==> src/rtl/i2c_rs_pkg.sv <==
`timescale 1ns/1ps
package i2c_rs_pkg;

    typedef enum logic {
        ROLE_SLAVE  = 1'b0,
        ROLE_MASTER = 1'b1
    } role_e;

    typedef struct packed {
        logic coi;    // address matched
        logic trc;    // transmit state
        logic en_q;   // last enable, for edge detect
        logic arb_q;  // last arbitration-lost, for edge detect
    } flag_st_t;

endpackage

==> src/rtl/i2c_rs_frame.sv <==
`timescale 1ns/1ps
module i2c_rs_frame #(
    parameter int ADDR_W = 7,
    parameter int CNT_W  = 4
) (
    input  logic              clk,
    input  logic              rst_n,
    input  logic              if_en,
    input  logic              exit_pulse,
    input  logic              start_det,
    input  logic              stop_det,
    input  logic              scl_rise,
    input  logic              scl_fall,
    input  logic [CNT_W-1:0]  bit_cnt,
    input  logic              sda_bit,
    output logic              addr_stb,
    output logic [ADDR_W-1:0] addr_val,
    output logic              dir_bit,
    output logic              ninth_fall,
    output logic              armed
);
    localparam int DIR_IDX = ADDR_W + 1;
    localparam int ACK_IDX = ADDR_W + 2;

    typedef struct packed {
        logic              in_first;
        logic              armed;
        logic [ADDR_W-1:0] sh;
    } frame_st_t;

    frame_st_t st_d, st_q;
    logic      kill;

    assign addr_stb   = st_q.in_first && scl_rise && (bit_cnt == CNT_W'(DIR_IDX));
    assign ninth_fall = st_q.in_first && scl_fall && (bit_cnt == CNT_W'(ACK_IDX));
    assign addr_val   = st_q.sh;
    assign dir_bit    = sda_bit;
    assign armed      = st_q.armed;
    assign kill       = !if_en || exit_pulse || stop_det;

    always_comb begin
        st_d = st_q;
        if (st_q.in_first && scl_rise && (bit_cnt <= CNT_W'(ADDR_W))) begin
            st_d.sh = {st_q.sh[ADDR_W-2:0], sda_bit};
        end
        if (ninth_fall) begin
            st_d.in_first = 1'b0;
            st_d.armed    = 1'b1;
        end
        if (start_det) begin
            st_d.in_first = 1'b1;
            st_d.armed    = 1'b0;
            st_d.sh       = '0;
        end
        if (kill) begin
            st_d.in_first = 1'b0;
            st_d.armed    = 1'b0;
        end
    end

    always_ff @(posedge clk) begin
        if (!rst_n) begin
            st_q <= '0;
        end else begin
            st_q <= st_d;
        end
    end

    AST_ARM_AFTER_NINTH: assert property (@(posedge clk) disable iff (!rst_n)
        $rose(armed) |-> $past(ninth_fall));

endmodule

==> src/rtl/i2c_rs_flags.sv <==
`timescale 1ns/1ps
module i2c_rs_flags
    import i2c_rs_pkg::*;
#(
    parameter int ADDR_W = 7
) (
    input  logic              clk,
    input  logic              rst_n,
    input  logic              if_en,
    input  logic              role_master,
    input  logic              ext_code,
    input  logic              exit_pulse,
    input  logic              wait_cancel,
    input  logic              arb_lost,
    input  logic              start_det,
    input  logic              stop_det,
    input  logic              mst_start_gen,
    input  logic              addr_stb,
    input  logic [ADDR_W-1:0] addr_val,
    input  logic              dir_bit,
    input  logic [ADDR_W-1:0] local_addr,
    output logic              coi,
    output logic              trc
);
    flag_st_t st_d, st_q;
    logic     en_fall, arb_rise, is_master, trc_clr;

    assign is_master = (role_e'(role_master) == ROLE_MASTER);
    assign en_fall   = st_q.en_q && !if_en;
    assign arb_rise  = arb_lost && !st_q.arb_q;
    assign trc_clr   = stop_det || exit_pulse || en_fall || wait_cancel || arb_rise || !if_en;

    always_comb begin
        st_d       = st_q;
        st_d.en_q  = if_en;
        st_d.arb_q = arb_lost;

        // address match
        if (if_en && addr_stb && (addr_val == local_addr)) begin
            st_d.coi = 1'b1;
        end
        if (start_det || stop_det || exit_pulse || en_fall || !if_en) begin
            st_d.coi = 1'b0;
        end

        // direction
        if (if_en) begin
            if (is_master) begin
                if (mst_start_gen) st_d.trc = 1'b1;
                if (addr_stb)      st_d.trc = !dir_bit;
            end else begin
                if (addr_stb)      st_d.trc = dir_bit;
                if (start_det)     st_d.trc = 1'b0;
            end
        end
        if (trc_clr) begin
            st_d.trc = 1'b0;
        end
        if (!is_master && !ext_code && !st_d.coi) begin
            st_d.trc = 1'b0;
        end
    end

    always_ff @(posedge clk) begin
        if (!rst_n) begin
            st_q <= '0;
        end else begin
            st_q <= st_d;
        end
    end

    assign coi = st_q.coi;
    assign trc = st_q.trc;

    AST_MATCH_ONLY_AT_ADDR: assert property (@(posedge clk) disable iff (!rst_n)
        $rose(coi) |-> $past(addr_stb));
    AST_STOP_CLEARS_MATCH: assert property (@(posedge clk) disable iff (!rst_n)
        stop_det |=> !coi);
    AST_ARB_CLEARS_DIR: assert property (@(posedge clk) disable iff (!rst_n)
        $rose(arb_lost) |=> !trc);
    AST_WAIT_CLEARS_DIR: assert property (@(posedge clk) disable iff (!rst_n)
        wait_cancel |=> !trc);
    AST_IDLE_WHEN_DISABLED: assert property (@(posedge clk) disable iff (!rst_n)
        !if_en |=> (!coi && !trc));

endmodule

==> src/rtl/i2c_role_status.sv <==
`timescale 1ns/1ps
module i2c_role_status #(
    parameter int ADDR_W = 7,
    parameter int CNT_W  = 4
) (
    input  logic              clk,
    input  logic              rst_n,
    input  logic              if_en,
    input  logic              role_master,
    input  logic              ext_code,
    input  logic [ADDR_W-1:0] local_addr,
    input  logic              start_det,
    input  logic              stop_det,
    input  logic              mst_start_gen,
    input  logic              exit_pulse,
    input  logic              wait_cancel,
    input  logic              arb_lost,
    input  logic              scl_rise,
    input  logic              scl_fall,
    input  logic [CNT_W-1:0]  bit_cnt,
    input  logic              sda_bit,
    output logic              addr_match,
    output logic              xmit_dir,
    output logic              sda_oe
);
    logic              addr_stb, dir_bit, ninth_fall, armed;
    logic [ADDR_W-1:0] addr_val;

    i2c_rs_frame #(.ADDR_W(ADDR_W), .CNT_W(CNT_W)) u_frame (
        .clk        (clk),
        .rst_n      (rst_n),
        .if_en      (if_en),
        .exit_pulse (exit_pulse),
        .start_det  (start_det),
        .stop_det   (stop_det),
        .scl_rise   (scl_rise),
        .scl_fall   (scl_fall),
        .bit_cnt    (bit_cnt),
        .sda_bit    (sda_bit),
        .addr_stb   (addr_stb),
        .addr_val   (addr_val),
        .dir_bit    (dir_bit),
        .ninth_fall (ninth_fall),
        .armed      (armed)
    );

    i2c_rs_flags #(.ADDR_W(ADDR_W)) u_flags (
        .clk           (clk),
        .rst_n         (rst_n),
        .if_en         (if_en),
        .role_master   (role_master),
        .ext_code      (ext_code),
        .exit_pulse    (exit_pulse),
        .wait_cancel   (wait_cancel),
        .arb_lost      (arb_lost),
        .start_det     (start_det),
        .stop_det      (stop_det),
        .mst_start_gen (mst_start_gen),
        .addr_stb      (addr_stb),
        .addr_val      (addr_val),
        .dir_bit       (dir_bit),
        .local_addr    (local_addr),
        .coi           (addr_match),
        .trc           (xmit_dir)
    );

    assign sda_oe = xmit_dir && armed;

    AST_OE_RECEIVE_RELEASED: assert property (@(posedge clk) disable iff (!rst_n)
        (!xmit_dir) |-> !sda_oe);

endmodule

==> config.mk <==
export PLATFORM = sky130hd
export DESIGN_NAME = i2c_role_status
export DESIGN_NICKNAME = d
export VERILOG_FILES = /design/src/rtl/i2c_rs_pkg.sv /design/src/rtl/i2c_rs_frame.sv /design/src/rtl/i2c_rs_flags.sv /design/src/rtl/i2c_role_status.sv
export SDC_FILE = /design/constraint.sdc
export NUM_CORES = 1
export LEC_CHECK = 0
export ABC_CLOCK_PERIOD_IN_PS = 1400
export BUFFER_PORTS_ARGS = -buffer_cell sky130_fd_sc_hd__buf_2
export CAP_MARGIN = 20
export CORE_MARGIN = 1
export CORE_UTILIZATION = 39
export CTS_BUF_LIST = sky130_fd_sc_hd__clkbuf_8 sky130_fd_sc_hd__clkbuf_16
export DETAILED_ROUTE_END_ITERATION = 7
export PLACE_DENSITY = 0.72
export REMOVE_ABC_BUFFERS = 1
export SYNTH_ARGS = -nofsm -noshare
export SYNTH_HDL_FRONTEND = slang
export SYNTH_SLANG_ARGS = --single-unit
==> constraint.sdc <==
create_clock -name clk -period 1.4 [get_ports clk]
set_input_delay 0.07 -clock clk [delete_from_list [all_inputs] [get_ports clk]]
set_output_delay 0.07 -clock clk [all_outputs]
set_load 0.1 [all_outputs]
==> results of run 1 <==
[logic make-up after synthesis]
family,share of synthesized area (%)
AOI/OAI and AO/OA,9.934
xor gates and xnor gates,10.58
buffers and inverters,1.295
DFF,41.47
muxes,10.37
and+or+nand+nor,26.35
[per-layer routing]
layer | global-route usage (%) | vias up | share of wire (%)
met5 | 0 | - | 0
met4 | 10.00 | 0 | 1.8
met3 | 5.000 | 4 | 5.4
met2 | 28.97 | 13 | 44
met1 | 21.67 | 234 | 49
li1 | - | 290 | -
[stage by stage]
step | hold WS [ns] | total power, uW | instances
finish | 0.05369 | 789.2 | 112
global route | 0.04889 | 824.7 | 112
global placement | 0.2917 | 419.6 | 107
detailed placement | 0.2990 | 419.5 | 107
floorplan | 0.1493 | 375.2 | 63
CTS | 0.04825 | 796.4 | 112
[cell usage after synthesis (all sizes together)]
cell    number  area share, %
nand2        2            1.3
clkbuf       1           0.65
inv          1           0.65
a21oi        3            2.6
a221oi       1            2.6
and3b        1            1.7
nand3        3            2.6
a31oi        1            1.1
dfxtp       12             41
mux2i        6             10
a31o         1            1.5
nand3b       1            1.3
or4          1            1.3
a211oi       1            1.3
nor2        12            7.8
xor2         7             11
o21ai        1           0.86
nand2b       1            1.1
nor3         2            1.7
and2         2            2.2
and4bb       1            2.2
and3         1            1.1
nor4         1            1.1
nor2b        1            1.1
[worst paths after layout]
check,from,to,slack [ns],cells past startpoint
setup / recovery,u_frame.st_q[8]$_SDFFE_PP0P_,u_flags.trc$_SDFFE_PP0P_,-0.08,5
setup reg to reg,u_frame.st_q[8]$_SDFFE_PP0P_,u_flags.trc$_SDFFE_PP0P_,-0.08,5
hold reg to reg,u_frame.st_q[8]$_SDFFE_PP0P_,u_frame.st_q[8]$_SDFFE_PP0P_,0.50,2
hold / removal,arb_lost,u_flags.st_q[0]$_SDFF_PN0_,0.05,2
[flip-flops by register name, indices dropped and copies added, names as in the netlist]
signal,count
u_frame.addr_val,7
u_flags.coi,1
u_flags.st_q,1
u_flags.trc,1
u_frame.armed,1
u_frame.st_q,1
[layout make-up]
cell class	count	area (um2)
clock buffer	4	55.05
fill	123	521.8
inverter	1	3.754
multi-input combinational	50	335.3
sequential	12	241.5
tap	15	18.77
timing repair buffer	30	157.7
[report_power, final]
part           internal, uW  switching, uW  total (uW)
registers               344          0.699         345
clock network           248            126         374
logic                  37.1           33.0        70.1
[what timing repair did]
item | CTS | global route
pin swaps | 2 | 1
endpoints found under the setup margin | 1 | 1
gates resized for setup | 1 | 2
setup buffers | 1 | 0
==> impl_metrics.py, run 1 <==
metrics = {
    "place": {
        "dp_hpwl_um": 983.4,
        "gp_congestion": 0.7123,
        "port_buffers": 27,
        "place_area_um2": 744.5,
        "post-place-ws_ns": -0.08325,
    },
    "floorplanning": {
        "die_width_um": 40.54,
        "fp.dieArea_um2": 1643,
        "start_util_pct": 43.43,
        "rows": 13,
        "design.core.area_um2": 1334,
        "io_pins": 28,
        "die_y_um": 40.54,
    },
    "job": {
        "maxCapViolations": 0,
    },
    "timing": {
        "hold_viol_final": 0,
        "relSlewSlack_pct": 68.04,
        "setup_violations": 1,
        "finalCritPeriodShare_pct": 105.6,
        "worst_slew_pin_slew_ns": 0.4779,
        "period_minus_slack_ns": 1.478,
        "rsz0062_at_grt": "yes",
        "layout_setup_ws_ns": -0.07832,
        "drv_slew": 0,
        "skew_ns": 0.005033,
        "timing.fmax_mhz": 676.4,
        "tns_ns": -0.07832,
    },
    "power_and_ir_drop": {
        "power_leakage_uw": 0.0004304,
        "power_density_nw_per_um2": 971.8,
        "ir_drop_mv": 0.6542,
    },
    "clocking": {
        "numCtsBuffers": 3,
        "cts_tree": "yes",
        "cts_sinks": 12,
        "clock_latency_ns": 0.24,
        "cts.hold.buffers_added": 0,
        "path_clk_slew_ns": 0.05,
        "root_buffer": "clkbuf_8",
        "cts.htree.levels": 1,
        "ctsLongestPathBuffers": 2,
    },
    "outcome": {
        "violations": "negative setup slack",
        "status": "finished with violations",
    },
    "drt": {
        "vias": 541,
        "drc": 0,
        "final_antenna_net_count": 0,
        "first_pass_iters": 3,
        "wl_um": 1289,
        "wl_per_cell_um": 11.51,
        "drtIter0Drc": 5,
        "drt-vias-per-instance": 4.830,
    },
    "layout": {
        "drive_above_1_share_pct": 40.21,
        "layout.nets": 123,
        "final_common_cell": "buf_2",
        "fin_util_pct": 60.88,
        "postLayoutCellArea_um2": 812.0,
        "syn_to_final_growth_pct": 40.17,
        "final_cell_mix": "buf_2 (27), nor2_1 (12), dfxtp_1 (11)",
        "diodes": 0,
    },
    "worst_setup_path": {
        "crit_chain": "and4bb_1, and3b_2, a211oi_1, or4_1, a221oi_2",
        "required_ns": 1.55,
        "crit_type": "reg -> reg",
        "critical_path.max_fanout": 3,
        "cp_slowest_cell": "or4_1",
        "slowest_delay_ns": 0.41,
        "startpoint_type": "register",
        "cp_top_family": "simple AND/OR/NAND/NOR gates",
        "critPathBufInv": 0,
        "arrival_ns": 1.62,
        "endpoint_kind": "register",
    },
    "global_route": {
        "grt_usage_pct": 18.15,
        "grt_pass1_wl_um": 1904,
        "grt_max_degree": 9,
        "grt_remaining_overflow": 0,
        "grt_pass1_vias": 467,
        "antenna_found_initial": 0,
    },
    "worst_hold_path": {
        "hold_class": "in -> reg",
    },
    "synthesis": {
        "netlist_area_um2": 579.3,
        "synth-warning-count": 0,
        "netlist_instances": 64,
        "synth.distinct_cells": 24,
        "yosysSeqAreaShare_pct": 41.47,
        "syn_avg_cell_area_um2": 9.052,
        "ys_ff_latch": 12,
    },
}
No activity file was read; power rests on OpenSTA's default activity.
==> run 2: changes to the inputs <==
--- a/config.mk
+++ b/config.mk
@@ -13,6 +13,7 @@
 export CTS_BUF_LIST = sky130_fd_sc_hd__clkbuf_8 sky130_fd_sc_hd__clkbuf_16
 export DETAILED_ROUTE_END_ITERATION = 7
 export PLACE_DENSITY = 0.72
+export RECOVER_POWER = 50
 export REMOVE_ABC_BUFFERS = 1
 export SYNTH_ARGS = -nofsm -noshare
 export SYNTH_HDL_FRONTEND = slang
==> impl_metrics.py, run 2 (same netlist as run 1, synthesis figures left out) <==
metrics = {
    "layout": {
        "final_cell_mix": "buf_2 (24), nor2_1 (12), dfxtp_1 (11)",
        "diodes": 0,
        "layout.nets": 123,
        "largest_reg_flops": 7,
        "layoutNonFillerInstCount": 112,
        "nFillCells": 124,
        "fin_util_pct": 60.79,
        "postLayoutCellArea_um2": 810.8,
        "drive_above_1_share_pct": 39.18,
        "syn_to_final_growth_pct": 39.96,
        "final_common_cell": "buf_2",
    },
    "timing": {
        "drv_slew": 0,
        "hold_slack_ns": 0.05369,
        "relSlewSlack_pct": 64.18,
        "setup_violations": 1,
        "rsz0062_at_grt": "yes",
        "layout_setup_ws_ns": -0.07823,
        "timing.fmax_mhz": 676.5,
        "finalCritPeriodShare_pct": 105.6,
        "skew_ns": 0.005030,
        "hold_viol_final": 0,
        "period_minus_slack_ns": 1.478,
        "worst_slew_pin_slew_ns": 0.5396,
    },
    "drt": {
        "wl_um": 1298,
        "first_pass_iters": 4,
        "drtIter0Drc": 6,
        "final_antenna_net_count": 0,
        "wl_per_cell_um": 11.59,
        "drt-vias-per-instance": 4.902,
        "drc": 0,
        "vias": 549,
    },
    "worst_hold_path": {
        "worstHoldStart": "arb_lost",
        "whs_path_depth": 2,
        "hold-path-endpoint": "u_flags.st_q[0]$_SDFF_PN0_",
        "hold_class": "in -> reg",
    },
    "place": {
        "gp_congestion": 0.7123,
        "dp_cells": 107,
        "dp_hpwl_um": 983.4,
        "place_area_um2": 744.5,
        "port_buffers": 27,
    },
    "worst_setup_path": {
        "slowest_delay_ns": 0.41,
        "cp_top_family": "simple AND/OR/NAND/NOR gates",
        "crit_chain": "and4bb_1, and3b_2, a211oi_1, or4_1, a221oi_2",
        "startpoint_type": "register",
        "regToRegSetupSlack_ns": -0.08,
        "required_ns": 1.55,
        "reg2reg_to": "u_flags.trc$_SDFFE_PP0P_",
        "crit_type": "reg -> reg",
        "critical_path.max_fanout": 3,
        "cp_slowest_cell": "or4_1",
        "r2r-start": "u_frame.st_q[8]$_SDFFE_PP0P_",
        "critPathBufInv": 0,
        "arrival_ns": 1.62,
        "endpoint_kind": "register",
        "r2r_cells": 5,
        "startpoint": "u_frame.st_q[8]$_SDFFE_PP0P_",
    },
    "power_and_ir_drop": {
        "ir_drop_mv": 0.6542,
        "power_density_nw_per_um2": 972.9,
        "power_leakage_uw": 0.0004258,
    },
    "clocking": {
        "cts.htree.levels": 1,
        "clock_latency_ns": 0.24,
        "root_buffer": "clkbuf_8",
        "cts_tree": "yes",
        "numCtsBuffers": 3,
        "ctsLongestPathBuffers": 2,
        "path_clk_slew_ns": 0.05,
        "cts.hold.buffers_added": 0,
        "cts_sinks": 12,
    },
    "global_route": {
        "grt_pass1_vias": 467,
        "grt_usage_pct": 18.15,
        "grt_max_degree": 9,
        "antenna_found_initial": 0,
        "grt_remaining_overflow": 0,
        "grt_pass1_wl_um": 1904,
    },
    "outcome": {
        "violations": "negative setup slack",
        "status": "finished with violations",
    },
    "job": {
        "maxCapViolations": 0,
    },
    "floorplanning": {
        "die_width_um": 40.54,
        "start_util_pct": 43.43,
        "io_pins": 28,
        "rows": 13,
        "fp.dieArea_um2": 1643,
        "design.core.area_um2": 1334,
        "die_y_um": 40.54,
    },
}
==> run 2: cell count changes in the layout (fill, tap and decap cells not counted) <==
cell	change
buf_2	-3
clkbuf_1	+1
clkbuf_2	+2
==> run 2: what timing repair did <==
action / CTS / global route
pin swaps: 2 / 1
setup endpoints to repair: 1 / 1
buffers inserted: 1 / 0
gates resized for setup: 1 / 2
==> run 2: final cells by class <==
cell class | instances | area (um2) | area share, %
Clock buffer | 4 | 55.05 | 6.790
Inverter | 1 | 3.754 | 0.4630
Multi-Input combinational cell | 50 | 335.3 | 41.36
Sequential cell | 12 | 241.5 | 29.78
Tap cell | 15 | 18.77 | 2.315
Timing Repair Buffer | 30 | 156.4 | 19.29
==> run 2: how the worst max path moves through the flow <==
stage	cells past startpoint	end	slack, ns
global placement	5	u_flags.trc$_SDFFE_PP0P_	-0.01
finish	5	u_flags.trc$_SDFFE_PP0P_	-0.08
CTS	5	u_flags.trc$_SDFFE_PP0P_	-0.07
global route	5	u_flags.trc$_SDFFE_PP0P_	-0.12
detailed placement	5	u_flags.trc$_SDFFE_PP0P_	-0.08
floorplan	1	sda_oe	-0.48
==> run 2: metrics by stage <==
stage / worst slack [ns] / total power [uW] / TNS, ns
final: -0.07823 / 788.8 / -0.07823
after global routing: -0.1223 / 824.3 / -0.1223
after CTS: -0.07197 / 796.4 / -0.07197
after detailed placement: -0.08325 / 419.5 / -0.08325
after global placement: -0.01018 / 419.6 / -0.01018
after floorplan: -0.4792 / 375.2 / -0.7583
==> run 2: routing by layer <==
| metal | up-vias | wire (um) | part of all wire [%] | global-route usage (%) |
|---|---|---|---|---|
| met5 | - | 0 | 0 | 0 |
| met4 | 0 | 23 | 1.8 | 10.00 |
| met3 | 4 | 77 | 5.9 | 5.000 |
| met2 | 15 | 570 | 44 | 28.97 |
| met1 | 241 | 626 | 48 | 21.67 |
| li1 | 289 | - | - | - |
==> run 2: power by group <==
part	internal (uW)	leakage (uW)	total, uW	switching [uW]
Clock	248	0.0000288	374	126
Combinational	36.7	0.000300	69.7	33.0
Sequential	344	0.0000974	345	0.716
